## src/rtl/pbus_pkg.sv

```systemverilog
package pbus_pkg;

  typedef enum logic [1:0] {
    CYC_IDLE  = 2'd0,
    CYC_READ  = 2'd1,
    CYC_WRITE = 2'd2
  } cyc_e;

  // Classify one sample of the control pins for the selected host style.
  function automatic cyc_e classify(input logic intel, input logic cs_n,
                                    input logic strb_n, input logic dir);
    logic active;
    if (intel) active = !cs_n && (!strb_n || !dir);
    else       active = !cs_n && !strb_n;
    if (!active)  return CYC_IDLE;
    else if (dir) return CYC_READ;
    else          return CYC_WRITE;
  endfunction

endpackage

```

## src/rtl/pbus_sampler.sv

```systemverilog
module pbus_sampler
  import pbus_pkg::*;
#(
  parameter int ADDR_W = 5,
  parameter int DATA_W = 8
) (
  input  logic              clk,
  input  logic              rst_n,
  input  logic              mode_mux,
  input  logic              mode_intel,
  input  logic              cs_n,
  input  logic              strb_n,
  input  logic              dir,
  input  logic              ale_as,
  input  logic [ADDR_W-1:0] addr,
  input  logic [DATA_W-1:0] d_in,
  output cyc_e              cur_cyc,
  output logic [ADDR_W-1:0] cur_addr,
  output logic              commit_we,
  output logic [ADDR_W-1:0] commit_addr,
  output logic [DATA_W-1:0] commit_data,
  output logic              ack
);

  logic              s_cs_n, s_strb_n, s_dir, s_ale;
  logic [ADDR_W-1:0] s_a;
  logic [DATA_W-1:0] s_d;
  logic              p_ale;
  logic [ADDR_W-1:0] p_a;
  logic [DATA_W-1:0] p_d;
  cyc_e              p_cyc;
  logic [ADDR_W-1:0] lat_q, lat_nxt;
  logic              lat_en;
  logic              ack_q, ack_nxt;

  // Next-state logic
  always_comb begin
    cur_cyc = classify(mode_intel, s_cs_n, s_strb_n, s_dir);
    lat_en  = mode_mux && p_ale && !s_ale;
    lat_nxt = s_d[ADDR_W-1:0];
    ack_nxt = (cur_cyc != CYC_IDLE);
  end

  // Pin sample stage and history stage
  always_ff @(posedge clk or negedge rst_n) begin
    if (!rst_n) begin
      s_cs_n   <= 1'b1;
      s_strb_n <= 1'b1;
      s_dir    <= 1'b1;
      s_ale    <= 1'b0;
      s_a      <= '0;
      s_d      <= '0;
      p_ale    <= 1'b0;
      p_a      <= '0;
      p_d      <= '0;
      p_cyc    <= CYC_IDLE;
      ack_q    <= 1'b0;
    end else begin
      s_cs_n   <= cs_n;
      s_strb_n <= strb_n;
      s_dir    <= dir;
      s_ale    <= ale_as;
      s_a      <= addr;
      s_d      <= d_in;
      p_ale    <= s_ale;
      p_a      <= s_a;
      p_d      <= s_d;
      p_cyc    <= cur_cyc;
      ack_q    <= ack_nxt;
    end
  end

  // Multiplexed address latch, clock-enabled on the latch strobe fall
  always_ff @(posedge clk or negedge rst_n) begin
    if (!rst_n)      lat_q <= '0;
    else if (lat_en) lat_q <= lat_nxt;
  end

  assign cur_addr    = mode_mux ? lat_q : s_a;
  assign commit_we   = (p_cyc == CYC_WRITE) && (cur_cyc != CYC_WRITE);
  assign commit_addr = mode_mux ? lat_q : p_a;
  assign commit_data = p_d;
  assign ack         = ack_q;

endmodule

```

## src/rtl/pbus_regfile.sv

```systemverilog
module pbus_regfile #(
  parameter int ADDR_W = 5,
  parameter int DATA_W = 8
) (
  input  logic              clk,
  input  logic              rst_n,
  input  logic              we,
  input  logic [ADDR_W-1:0] waddr,
  input  logic [DATA_W-1:0] wdata,
  input  logic [ADDR_W-1:0] raddr,
  output logic [DATA_W-1:0] rdata,
  input  logic [DATA_W-1:0] irq_evt,
  output logic              irq_o
);

  localparam int DEPTH     = 1 << ADDR_W;
  localparam int STAT_IDX  = DEPTH - 2;
  localparam int EN_IDX    = DEPTH - 1;
  localparam logic [ADDR_W-1:0] STAT_A = ADDR_W'(STAT_IDX);
  localparam logic [ADDR_W-1:0] EN_A   = ADDR_W'(EN_IDX);

  logic [DATA_W-1:0] mem [STAT_IDX];
  logic [DATA_W-1:0] stat_q, stat_nxt, en_q;
  logic [DATA_W-1:0] clr_mask;
  logic              plain_we, en_we;

  always_comb begin
    plain_we = we && (waddr < STAT_A);
    en_we    = we && (waddr == EN_A);
    clr_mask = (we && (waddr == STAT_A)) ? wdata : '0;
    stat_nxt = (stat_q & ~clr_mask) | irq_evt;
  end

  always_ff @(posedge clk or negedge rst_n) begin
    if (!rst_n) begin
      for (int i = 0; i < STAT_IDX; i++) mem[i] <= '0;
    end else if (plain_we) begin
      mem[waddr] <= wdata;
    end
  end

  always_ff @(posedge clk or negedge rst_n) begin
    if (!rst_n) begin
      stat_q <= '0;
      en_q   <= '0;
    end else begin
      stat_q <= stat_nxt;
      if (en_we) en_q <= wdata;
    end
  end

  always_comb begin
    if (raddr == STAT_A)    rdata = stat_q;
    else if (raddr == EN_A) rdata = en_q;
    else                    rdata = mem[raddr];
  end

  assign irq_o = |(stat_q & en_q);

endmodule

```

## src/rtl/pbus_slave.sv

```systemverilog
module pbus_slave
  import pbus_pkg::*;
#(
  parameter int ADDR_W     = 5,
  parameter int DATA_W     = 8,
  parameter int RST_STAGES = 2
) (
  input  logic              clk,
  input  logic              rst_n,
  input  logic              mode_mux,
  input  logic              mode_intel,
  input  logic              cs_n,
  input  logic              strb_n,
  input  logic              dir,
  input  logic              ale_as,
  input  logic [ADDR_W-1:0] addr,
  input  logic [DATA_W-1:0] d_in,
  output logic [DATA_W-1:0] d_out,
  output logic              d_oe,
  output logic              rdy_ack,
  input  logic [DATA_W-1:0] irq_evt,
  output logic              irq_o
);

  logic [RST_STAGES-1:0] rsync;
  logic                  rst_int_n;

  generate
    if (RST_STAGES == 1) begin : g_rs1
      always_ff @(posedge clk or negedge rst_n) begin
        if (!rst_n) rsync <= '0;
        else        rsync <= 1'b1;
      end
    end else begin : g_rsn
      always_ff @(posedge clk or negedge rst_n) begin
        if (!rst_n) rsync <= '0;
        else        rsync <= {rsync[RST_STAGES-2:0], 1'b1};
      end
    end
  endgenerate
  assign rst_int_n = rsync[RST_STAGES-1];

  cyc_e              cur_cyc;
  logic [ADDR_W-1:0] cur_addr, commit_addr;
  logic [DATA_W-1:0] commit_data, rdata;
  logic              commit_we;

  pbus_sampler #(.ADDR_W(ADDR_W), .DATA_W(DATA_W)) u_smp (
    .clk(clk), .rst_n(rst_int_n), .mode_mux(mode_mux), .mode_intel(mode_intel),
    .cs_n(cs_n), .strb_n(strb_n), .dir(dir), .ale_as(ale_as), .addr(addr),
    .d_in(d_in), .cur_cyc(cur_cyc), .cur_addr(cur_addr), .commit_we(commit_we),
    .commit_addr(commit_addr), .commit_data(commit_data), .ack(rdy_ack)
  );

  pbus_regfile #(.ADDR_W(ADDR_W), .DATA_W(DATA_W)) u_rf (
    .clk(clk), .rst_n(rst_int_n), .we(commit_we), .waddr(commit_addr),
    .wdata(commit_data), .raddr(cur_addr), .rdata(rdata),
    .irq_evt(irq_evt), .irq_o(irq_o)
  );

  assign d_oe  = (cur_cyc == CYC_READ);
  assign d_out = d_oe ? rdata : '0;

endmodule

```

## config.mk

```make
export PLATFORM = sky130hd
export DESIGN_NAME = pbus_slave
export DESIGN_NICKNAME = d
export VERILOG_FILES = /design/src/rtl/pbus_pkg.sv /design/src/rtl/pbus_sampler.sv /design/src/rtl/pbus_regfile.sv /design/src/rtl/pbus_slave.sv
export SDC_FILE = /design/constraint.sdc
export NUM_CORES = 1
export LEC_CHECK = 0
export BUFFER_PORTS_ARGS = -buffer_cell sky130_fd_sc_hd__buf_2
export CAP_MARGIN = 20
export CORE_MARGIN = 2
export CORE_UTILIZATION = 35
export CTS_BUF_LIST = sky130_fd_sc_hd__clkbuf_4 sky130_fd_sc_hd__clkbuf_8
export CTS_CLUSTER_DIAMETER = 120
export DETAILED_ROUTE_END_ITERATION = 8
export RECOVER_POWER = 100
export SYNTH_ARGS = -nofsm -noshare
export SYNTH_HDL_FRONTEND = slang
export SYNTH_SLANG_ARGS = --single-unit
```

## constraint.sdc

```tcl
create_clock -name clk -period 11.5 [get_ports clk]
set_clock_uncertainty 0.15 [all_clocks]
set_input_delay 0.575 -clock clk [delete_from_list [all_inputs] [get_ports clk]]
set_output_delay 0.575 -clock clk [all_outputs]
set_load 0.02 [all_outputs]
```

# Word level (Yosys, flattened, before mapping)
# Index checks and enable logic that the tools add are counted.
totals:
  reg_bits: 297
  out_inout_bits: 11
  inputBits: 29
classes:
  bitwise: 6
  reduce_logical: 16
  eq_ne: 7
  mux: 15
  order_cmp: 4
op_table:
  columns: ["operator", "count"]
  rows:
  - ["$bwmux W240", 1]
  - ["$mux W8", 7]
  - ["$bmux W8 S5", 1]
  - ["$demux W8 S5", 1]
  - ["$eq A5 B5 Y1 const B", 4]
  - ["$and A8 B8 Y8", 2]
  - ["$ge A6 B6 Y1 const B", 2]
  - ["$not A5 Y6", 2]
  - ["$mux W5", 2]
  - ["$logic_and A1 B1 Y1", 9]
  - ["$not A8 Y8", 1]
  - ["$or A8 B8 Y8", 1]
  - ["$reduce_or A8 Y1", 1]
  - ["$lt A6 B1 Y1 const B", 1]
  - ["$lt A5 B5 Y1 const B", 1]
  - ["$logic_not A1 Y1", 4]
  - ["$mux W2", 2]
  - ["$eq A2 B1 Y1 const B", 1]
  - ["$eq A2 B2 Y1 const B", 1]
  - ["$ne A2 B2 Y1 const B", 1]
  - ["$reduce_bool A2 Y1", 1]
  - ["$logic_or A1 B1 Y1", 1]
  - ["$mux W1", 1]

# Logic depth before layout (Yosys ltp)
# Gate-level depths: netlist of run 1.
logic_depth:
  ltp_word: 12
  ltp_mapped: 11
  mapped_depth_nobuf: 7

# By module
# From an unflattened synthesis of run 1, not the netlist that was laid out.
hier_totals:
  hier_cells: 937
  hier_area_um2: 13472.9
modules_own_cells:
  columns: ["mod", "seq_area_each_um2", "area_per_inst_um2", "instances", "cells_each"]
  rows:
  - ["pbus_regfile", 6406.1, 12140.4, 1, 847]
  - ["pbus_sampler", 979.7, 1202.4, 1, 78]
  - ["pbus_slave", 50.0, 130.1, 1, 12]

# Worst setup path before layout of run 1
# No wires, ideal clock.
synth_timing:
  path_kind: "input to output"
  start: "input mode_mux"
  end: "output d_out[3]"
  t_required_ns: 10.775
  path_slack_ns: 8.415
  n_path_buf: 5
  path_stages: 11
  t_arrival_ns: 2.360
  path_cell_list: "buf_6 > buf_6 > buf_4 > buf_2 > buf_2 > a211oi_1 > a21oi_1 > a21oi_1 > nor3_1 > nor3_1 > o31ai_1"
synth_via:
  elab_chain_len: 8
  elab_cells_between_ends: 10
synth_rtl:
  columns: ["item", "line_no", "source"]
  rows:
  - ["from (decl)", "pbus_slave.sv:10", "input logic mode_mux,"]
  - ["$mux W5 (*)", "pbus_sampler.sv:79", "assign cur_addr = mode_mux ? lat_q : s_a;"]
  - ["$not A5 Y6 (not written as such)", "pbus_regfile.sv:55", "else rdata = mem[raddr];"]
  - ["$bmux W8 S5", "pbus_regfile.sv:55", null]
  - ["$mux W8 (not written as such) (2 in series)", "pbus_regfile.sv:55", null]
  - ["$mux W8", "pbus_regfile.sv:54", "else if (raddr == EN_A) rdata = en_q;"]
  - ["$mux W8 (*)", "pbus_regfile.sv:53", "if (raddr == STAT_A) rdata = stat_q;"]
  - ["$mux W8 (*)", "pbus_slave.sv:62", "assign d_out = d_oe ? rdata : '0;"]
  - ["to (decl)", "pbus_slave.sv:18", "output logic [DATA_W-1:0] d_out,"]
# Mark *: on every way between the ends. The rest lies on a longest branch, timed or not. The select of a mux whose other input is x is not followed.

# Worst setup path in the final report of run 1
layout_timing:
  start: "input mode_mux"
  end: "output d_out[1]"
# Same word-level chain as after synthesis.

==> results of run 1 <==
[critical path: stages]
cell	delay, ns
clkbuf_1	2.15
buf_4	0.75
mux2i_1	0.94
buf_4	0.50
a21oi_1	0.11
o21ai_0	0.17
a21oi_1	0.13
a2111oi_0	0.85
a32o_1	0.30
clkbuf_1	0.25
[Yosys cell counts, types with 8 or more instances]
cell type,count
nor2_1,15
clkbuf_1,50
o21ai_0,32
mux2_1,13
a21o_1,9
o311ai_0,10
nand2_2,8
nand2_1,48
mux2_2,242
a21oi_1,144
a211oi_1,56
dfrtp_1,294
o22ai_1,44
nor3_1,15
buf_2,22
[final cells by class]
class / count / share of cell area [%]
sequential: 297 / 47.0
clock buffer: 83 / 6.54
timing repair buffer: 89 / 4.01
tap: 525 / 4.15
multi-input combinational: 753 / 37.7
inverter: 10 / 0.237
clock inverter: 8 / 0.450
[placed cells by master (no fill, tap or decap), types with 5 or more instances in the layout]
cell and n:
dfrtp_1 292, mux2_2 236, a21oi_1 144, clkbuf_8 66, nand2_1 62, a211oi_1 56, o22ai_1 44, o21ai_0 32
buf_2 28, dlygate4sd3_1 26, mux2_1 19, buf_4 18, clkbuf_4 17, nor2_1 16, nor3_1 15, clkbuf_1 14
o311ai_0 10, a21o_1 9, inv_1 7, mux2i_1 7, mux4_2 7, a2111oi_0 7, or3_1 7, a31oi_1 6
a32o_1 6, a22oi_1 5, o22a_1 5, clkinv_2 5
[routing by layer]
| metal | share of wire, % | global-route usage (%) | vias to the layer above |
|---|---|---|---|
| met4 | 4.2 | 9.85 | 0 |
| met3 | 6.1 | 4.30 | 93 |
| met2 | 47 | 32.0 | 366 |
| li1 | - | - | 4444 |
| met1 | 43 | 26.3 | 5294 |
| met5 | 0 | 0 | - |
[power breakdown]
group          switching (mW)  internal, mW  leakage (nW)
logic                   0.279         0.207          2.64
registers              0.0948          1.18          3.92
clock network           0.443         0.590         0.591
[state kept, by name, indices dropped and copies added (netlist names)]
name	count
u_rf.mem	240
u_smp.p_cyc	2
u_smp.s_cs_n	1
u_smp.ack	1
u_smp.s_dir	1
u_rf.stat_q	8
u_smp.s_ale	1
u_smp.commit_data	8
u_smp.s_a	5
u_smp.p_a	5
u_smp.lat_q	5
u_rf.en_q	8
u_smp.s_d	8
u_smp.p_ale	1
u_smp.s_strb_n	1
rsync	2
[cells by family (layout without fill, tap and decap cells)]
family / count (synthesis) / in the layout / share of synthesized area [%]
buf+inv: 95 / 190 / 3.09
compound gates: 350 / 350 / 15.8
mux: 271 / 271 / 22.4
flops: 297 / 297 / 53.2
simple gates: 131 / 131 / 5.56
other cells: 1 / 1 / 0.0268
[worst max path at each step]
stage               slack [ns]           end  cells after the start
floorplan                 2.47  u_rf.en_q[0]                      0
global placement          6.42      d_out[1]                     10
detailed placement        6.35      d_out[1]                     10
CTS                       6.08      d_out[1]                     10
global route              3.41      d_out[4]                     10
finish                    3.90      d_out[1]                     10
==> summary.txt, run 1 <==
Run status
  • Status: complete, but fails checks
  • Failing checks: capacitance limit, slew limit

Setup path
  • Arrival @ worst endpoint: 6.87 ns
  • CP Data Required Time: 10.78 ns
  • R2R Setup Slk: 5.11 ns
  • Crit path from: mode_mux
  • CP Class: in -> out
  • Reg2Reg Depth: 1
  • CP Max Fanout: 69
  • Startpoint Class: input port
  • Crit path capture type: output pin
  • R2r endpoint: u_smp.p_cyc[1]
  • Start of the worst register-to-register path: rsync[1]

Placed design
  • Port buffer count: 39
  • Post-DP HPWL: 25.7 mm
  • Place WS: 6.35 ns
  • Placed cell count: 1,646
  • DP Area: 14,600 um^2
  • Placer congestion estimate: 0.875

Floorplan
  • Die area: 41,600 um^2
  • Core area: 39,500 um^2
  • Die H: 204 um
  • Starting density of the core: 35.4%
  • Die W: 204 um
  • Ports: 40
  • Row count: 73

Clocking
  • CTS Buffer Depth: 3
  • CTS tree: built
  • Post-CTS setup buffers: 0
  • TritonCTS Buffers: 53
  • Clock slew at reported path FFs: 0.06 ns
  • CTS resizes: 0
  • Worst skew pair latency: 0.63 ns
  • Clk sinks: 297
  • CTS root buf: clkbuf_8
  • H-tree levels: 2
  • # hold bufs at CTS: 26

Timing
  • Final hold vios: 0
  • Crit path time final: 7.60 ns
  • Worst rel slew slack: -190%
  • Setup slack after layout: 3.90 ns
  • Final setup viols: 0
  • Final setup TNS: 0 ns
  • Slew @ Worst Pin: 4.35 ns
  • Pins Over Slew Limit: 500
  • Highest clock rate: 132 MHz
  • Smallest hold slack: 0.101 ns
  • Fin crit share: 66.1%
  • RSZ-0062 raised after global routing: no

Detailed routing
  • Final ANT Viol Nets: 0
  • Vias: 10.2k
  • DR WL/cell: 23.5 um
  • DRC: 0
  • Vias per cell: 5.78
  • DR pass1 iterations: 7
  • Starting DRT DRC Count: 838
  • WL final: 41.5 mm

Flow run
  • Max-Cap Viols: 10

Yosys
  • #FFs+latches synth: 297
  • Top-area cell type share of the netlist area: 52.6%
  • Synth area leaders: dfrtp_1 53%, mux2_2 19%, a21oi_1 5.2%
  • Leading area contributor after synthesis: dfrtp_1
  • Sequential area share after synthesis: 53.2%
  • Yosys warning count: 0
  • Synth Net Count: 1,174
  • Post-synthesis cell area: 14,000 um^2
  • Mapped Avg Cell Area: 12.2 um^2
  • Mapped Cells: 1,145
  • Count of different cell masters after synthesis: 64
  • Synth Flop Type: dfrtp_1
  • Post-synthesis async set-or-reset flop share: 100%
  • EDFF count, synth: 0

GRT
  • GRT Overall Usage: 20.2%
  • Global route overflow: 0
  • Vias in the first global route: 10.2k
  • First-pass GRT wire length: 63.3 mm
  • Initial antenna violation count: 0
  • Largest net degree at the start of global routing: 171

Layout
  • Register Area: 7440 um^2
  • # fillers: 3,814
  • Fin nets: 1,233
  • Fin area: 15,800 um^2
  • Area Growth Syn to Fin: 13.2%
  • Ant. Diodes: 0
  • Multi-input combinational cell area: 5960 um^2
  • Cell Count, Final, Fillers Out: 1,765
  • Final core utilization: 40.1%
  • Share of layout cells above drive strength 1: 32.3%

Power
  • Tot Pwr: 2.80 mW
  • Pleak: 7.15 nW
  • P per Cell Area: 177 nW/um^2
  • Peak VDD IR: 0.0000785 V

Worst hold path
  • Hold Crit Class: in -> async
Power figures use the tool's default switching activity.
==> run 2, diff against run 1 <==
- clock period: 11.5 -> 7.4 ns (I/O delays scaled with it)
==> run 2 against run 1 <==
The flow still finishes with violations (capacitance limit, slew limit). Non-clock buffer count down 1. Power up 58%. Wire length down 2.1%. Design area up 0.77%. Largest cell class unchanged.
==> summary.txt, run 2 (synthesis results as in run 1) <==
Run status
  • Status: complete, but fails checks
  • Failing checks: capacitance limit, slew limit

Timing
  • Final hold vios: 0
  • Worst rel slew slack: -90.7%
  • Slew @ Worst Pin: 2.86 ns
  • Fin crit share: 83.7%
  • RSZ-0062 raised after global routing: no
  • Pins Over Slew Limit: 180
  • Highest clock rate: 161 MHz
  • Final setup TNS: 0 ns
  • Final setup viols: 0
  • Crit path time final: 6.19 ns

Detailed routing
  • Starting DRT DRC Count: 959
  • Final ANT Viol Nets: 0
  • DR pass1 iterations: 8
  • Vias: 10.1k
  • WL final: 40.7 mm
  • DR WL/cell: 23.0 um
  • Vias per cell: 5.73
  • DRC: 0

Layout
  • Fin nets: 1,229
  • Most frequent cells in the layout: 293 x dfrtp_1, 238 x mux2_2, 144 x a21oi_1
  • Multi-input combinational cell area: 5980 um^2
  • Biggest register: u_rf.mem
  • Share of layout cells above drive strength 1: 32.7%
  • Register Area: 7440 um^2
  • Commonest non-fill, non-tap cell in the layout: dfrtp_1
  • Area Growth Syn to Fin: 14.1%
  • Max reg flops: 240
  • # fillers: 3,692
  • Ant. Diodes: 0

Floorplan
  • Core area: 39,500 um^2
  • Die W: 204 um
  • Die H: 204 um
  • Die area: 41,600 um^2
  • Row count: 73
  • Ports: 40
  • Starting density of the core: 35.4%

GRT
  • GRT Overall Usage: 19.6%
  • Vias in the first global route: 9,891
  • Initial antenna violation count: 1
  • Global route overflow: 0
  • Largest net degree at the start of global routing: 168
  • First-pass GRT wire length: 61.8 mm

Setup path
  • CP Data Required Time: 6.88 ns
  • Start of the worst register-to-register path: u_smp.lat_q[1]
  • Crit path capture type: output pin
  • CP Max Fanout: 54
  • Startpoint Class: register
  • Crit path from: u_smp.lat_q[1]
  • CP Class: reg -> out
  • Arrival @ worst endpoint: 5.67 ns

Clocking
  • TritonCTS Buffers: 50
  • Post-CTS setup buffers: 0
  • Clk sinks: 297
  • H-tree levels: 2
  • CTS root buf: clkbuf_8
  • CTS tree: built
  • Worst skew pair latency: 0.59 ns
  • CTS Buffer Depth: 3
  • CTS resizes: 0
  • Clock slew at reported path FFs: 0.06 ns
  • # hold bufs at CTS: 28

Placed design
  • Post-DP HPWL: 25.4 mm
  • Port buffer count: 39
  • Placer congestion estimate: 0.872

Power
  • Peak VDD IR: 0.000109 V
  • P per Cell Area: 276 nW/um^2
  • Tot Pwr: 4.41 mW
  • Pleak: 7.20 nW

Flow run
  • Max-Cap Viols: 7

Worst hold path
  • Hold Crit Class: reg -> reg
  • Worst hold start: u_smp.s_d[5]
## run 2: cell count changes in the layout (fill, tap and decap cells not counted), sizes merged
cell / previous run / this run
clkinvlp: 1 / 2
inv: 7 / 8
bufinv: 1 / 4
clkbuf: 98 / 86
clkinv: 9 / 15
dlygate4sd3: 26 / 28
## run 2: worst max-delay path, stage by stage (launching register included)
cell	delay (ns)
dfrtp_2	0.35
clkbuf_1	2.01
nand3b_1	0.53
o21ai_0	0.53
a211oi_1	0.17
a311oi_1	0.40
a2111oi_0	0.15
nor3_1	0.61
clkbuf_1	0.29
## run 2: worst paths after layout
check / to / cells after the start / slack [ns]
min: u_smp.commit_data[5] / 0 / 0.20
max reg2reg: u_rf.mem[216] / 7 / 1.72
max in group asynchronous: u_rf.mem[220] / 1 / 4.65
min in group asynchronous: rsync[1] / 3 / 0.51
max: d_out[6] / 8 / 1.21
min reg2reg: u_smp.commit_data[5] / 0 / 0.20
## run 2: per-stage QoR
| step | util (%) | instances | area [um^2] | setup WS [ns] | hold WS [ns] |
|---|---|---|---|---|---|
| floorplan | - | 1145 | 14000 | 2.39 | -0.0756 |
| global placement | 36.9 | 1642 | 14600 | 2.83 | 0.00670 |
| detailed placement | 37.0 | 1643 | 14600 | 2.82 | 0.00827 |
| CTS | 40.7 | 1764 | 16100 | 2.41 | 0.199 |
| global route | 40.4 | 1766 | 16000 | 1.03 | 0.204 |
| finish | 40.4 | 1766 | 16000 | 1.21 | 0.197 |
## run 2: layout make-up
cell class              count  area share, %
well taps                 525           4.12
inverters                  10          0.235
repair buffers             88           4.30
multi-input cells         753           37.5
clock inverters            19           1.25
clock buffers              74           6.03
flip-flops and latches    297           46.6
## run 2: report_power, final
| part | internal, mW | total [mW] | switching (mW) | leakage, nW |
|---|---|---|---|---|
| Sequential | 1.84 | 1.99 | 0.152 | 3.92 |
| Clock | 0.977 | 1.66 | 0.687 | 0.616 |
| Combinational | 0.327 | 0.753 | 0.426 | 2.66 |
## run 2: routing by layer
layer | track usage [%] | vias to the layer above | wire length, um
met5 | 0 | - | 0
met4 | 9.70 | 0 | 1930
met3 | 3.43 | 107 | 2700
met2 | 30.5 | 404 | 18800
met1 | 26.5 | 5177 | 17200
li1 | - | 4435 | -
==> run 3, diff against run 2 <==
- clock period: 7.4 -> 6.3 ns (I/O delays scaled with it)
==> run 3 against run 2 <==
The run still ends with capacitance limit, slew limit left. Wire length increased by 1.4%. Clock power increased by 23%. Critical path depth unchanged. Global-route usage increased by 0.37 points. Sequential share of layout area decreased by 0.10 points. Worst hold slack got worse by 0.025 ns. Die area unchanged. Non-clock buffer count increased by 5. Power increased by 20%. Via count about the same. Sequential power increased by 18%. Critical path type unchanged. Critical endpoint is now d_out[4]. Highest routed layer unchanged.
==> summary.txt, run 3 (synthesis results as in run 1) <==
Layout
  • Commonest non-fill, non-tap cell in the layout: dfrtp_1
  • Share of layout cells above drive strength 1: 33.1%
  • Fin nets: 1,237
  • Ant. Diodes: 0
  • # fillers: 3,792
  • Final core utilization: 40.4%
  • Register Area: 7440 um^2
  • Most frequent cells in the layout: 294 x dfrtp_1, 240 x mux2_2, 144 x a21oi_1
  • Multi-input combinational cell area: 5980 um^2
  • Max reg flops: 240
  • Area Growth Syn to Fin: 14.3%
  • Biggest register: u_rf.mem

Detailed routing
  • Vias per cell: 5.72
  • DR pass1 iterations: 5
  • DRC: 0
  • Final ANT Viol Nets: 0
  • DR WL/cell: 23.3 um
  • Starting DRT DRC Count: 823
  • WL final: 41.2 mm
  • Vias: 10.1k

Placed design
  • Place WS: 1.82 ns
  • Post-DP HPWL: 26.2 mm
  • Port buffer count: 39
  • Placer congestion estimate: 0.907

Power
  • Pleak: 7.23 nW
  • Tot Pwr: 5.28 mW
  • Peak VDD IR: 0.000140 V
  • Comb pwr share: 16.5%
  • Internal: 3.77 mW
  • Clock share of power: 38.9%
  • P per Cell Area: 330 nW/um^2
  • NetSw: 1.51 mW
  • Sw frac: 28.6%
  • Seq pwr share: 44.5%

GRT
  • Global route overflow: 0
  • Initial antenna violation count: 0
  • First-pass GRT wire length: 62.8 mm
  • GRT Overall Usage: 20.0%
  • Largest net degree at the start of global routing: 177
  • Vias in the first global route: 10.1k

Clocking
  • Post-CTS setup buffers: 0
  • CTS tree: built
  • TritonCTS Buffers: 53
  • CTS root buf: clkbuf_8
  • Clock slew at reported path FFs: 0.06 ns
  • CTS Buffer Depth: 3
  • Worst skew pair latency: 0.64 ns
  • H-tree levels: 2
  • Clk sinks: 297

Timing
  • Highest clock rate: 185 MHz
  • RSZ-0062 raised after global routing: no
  • Fin crit share: 86.0%
  • Crit path time final: 5.42 ns
  • Worst rel slew slack: -66.1%
  • Pins Over Slew Limit: 337
  • Setup slack after layout: 0.883 ns
  • Slew @ Worst Pin: 2.49 ns
  • Final hold vios: 0
  • Final setup TNS: 0 ns
  • Final setup viols: 0

Floorplan
  • Die area: 41,600 um^2
  • Core area: 39,500 um^2
  • Starting density of the core: 35.4%
  • Row count: 73
  • Die H: 204 um
  • Die W: 204 um
  • Ports: 40

Setup path
  • CP Class: reg -> out
  • CP Data Required Time: 5.83 ns
  • Startpoint Class: register
  • Arrival @ worst endpoint: 4.95 ns
  • CP Max Fanout: 40
  • Crit path capture type: output pin

Run status
  • Failing checks: capacitance limit, slew limit
  • Status: complete, but fails checks

Flow run
  • Max-Cap Viols: 7

Worst hold path
  • Hold Crit Class: in -> reg
-- run 3: power by group through the flow --
stage	logic (mW)	clock network (mW)	registers [mW]
3_3_place_gp	0.845	0	2.37
5_1_grt	0.937	2.19	2.38
3_5_place_dp	0.862	0	2.38
2_1_floorplan	0.627	0	2.32
6_report	0.872	2.05	2.35
4_1_cts	0.878	2.11	2.35
-- run 3: per-layer routing --
layer,wire length [um],share of wire (%),up-vias,GRT usage (%)
met4,2140,5.2,0,10.2
met3,2520,6.1,130,3.41
met5,0,0,-,0
li1,-,-,4442,-
met1,17400,42,5169,26.1
met2,19200,47,389,32.0
-- run 3: stage by stage --
stage          instances  cell area, um^2  hold WS (ns)
2_1_floorplan       1145            14000        -0.131
3_3_place_gp        1649            14700       -0.0484
3_5_place_dp        1649            14700       -0.0467
4_1_cts             1771            16200         0.137
5_1_grt             1772            16000         0.146
6_report            1772            16000         0.172
-- run 3: area by class of cell --
type | instances | area share [%]
Sequential cell | 297 | 46.5
Multi-Input combinational cell | 753 | 37.4
Clock buffer | 81 | 6.31
Timing Repair Buffer | 93 | 4.20
Tap cell | 525 | 4.11
Clock inverter | 13 | 1.27
Inverter | 10 | 0.235
-- run 3: timing repair --
action	4_1_cts	5_1_grt
hold endpoints to repair	29	0
hold buffers	28	0
gates resized for setup	0	0
-- run 3: worst paths after layout --
check | from | to | slack, ns | depth (start not counted)
max reg2reg | rsync[1] | u_rf.mem[109] | 1.85 | 1
min reg2reg | u_smp.s_d[6] | u_smp.commit_data[6] | 0.19 | 0
max in group asynchronous | rsync[1] | u_rf.mem[109] | 1.85 | 1
min in group asynchronous | rst_n | rsync[0] | 0.38 | 3
max | u_smp.lat_q[1] | d_out[4] | 0.88 | 8
min | d_in[6] | u_smp.s_d[6] | 0.17 | 2
-- run 3: worst max-delay path: stages (launching register included) --
cell and delay, ns:
dfrtp_1 1.10, nand3_1 0.19, and2_0 0.52, buf_4 0.43, o211ai_1 0.49, nor3_1 0.13, a2111oi_0 0.87, a32o_1 0.30
clkbuf_1 0.26
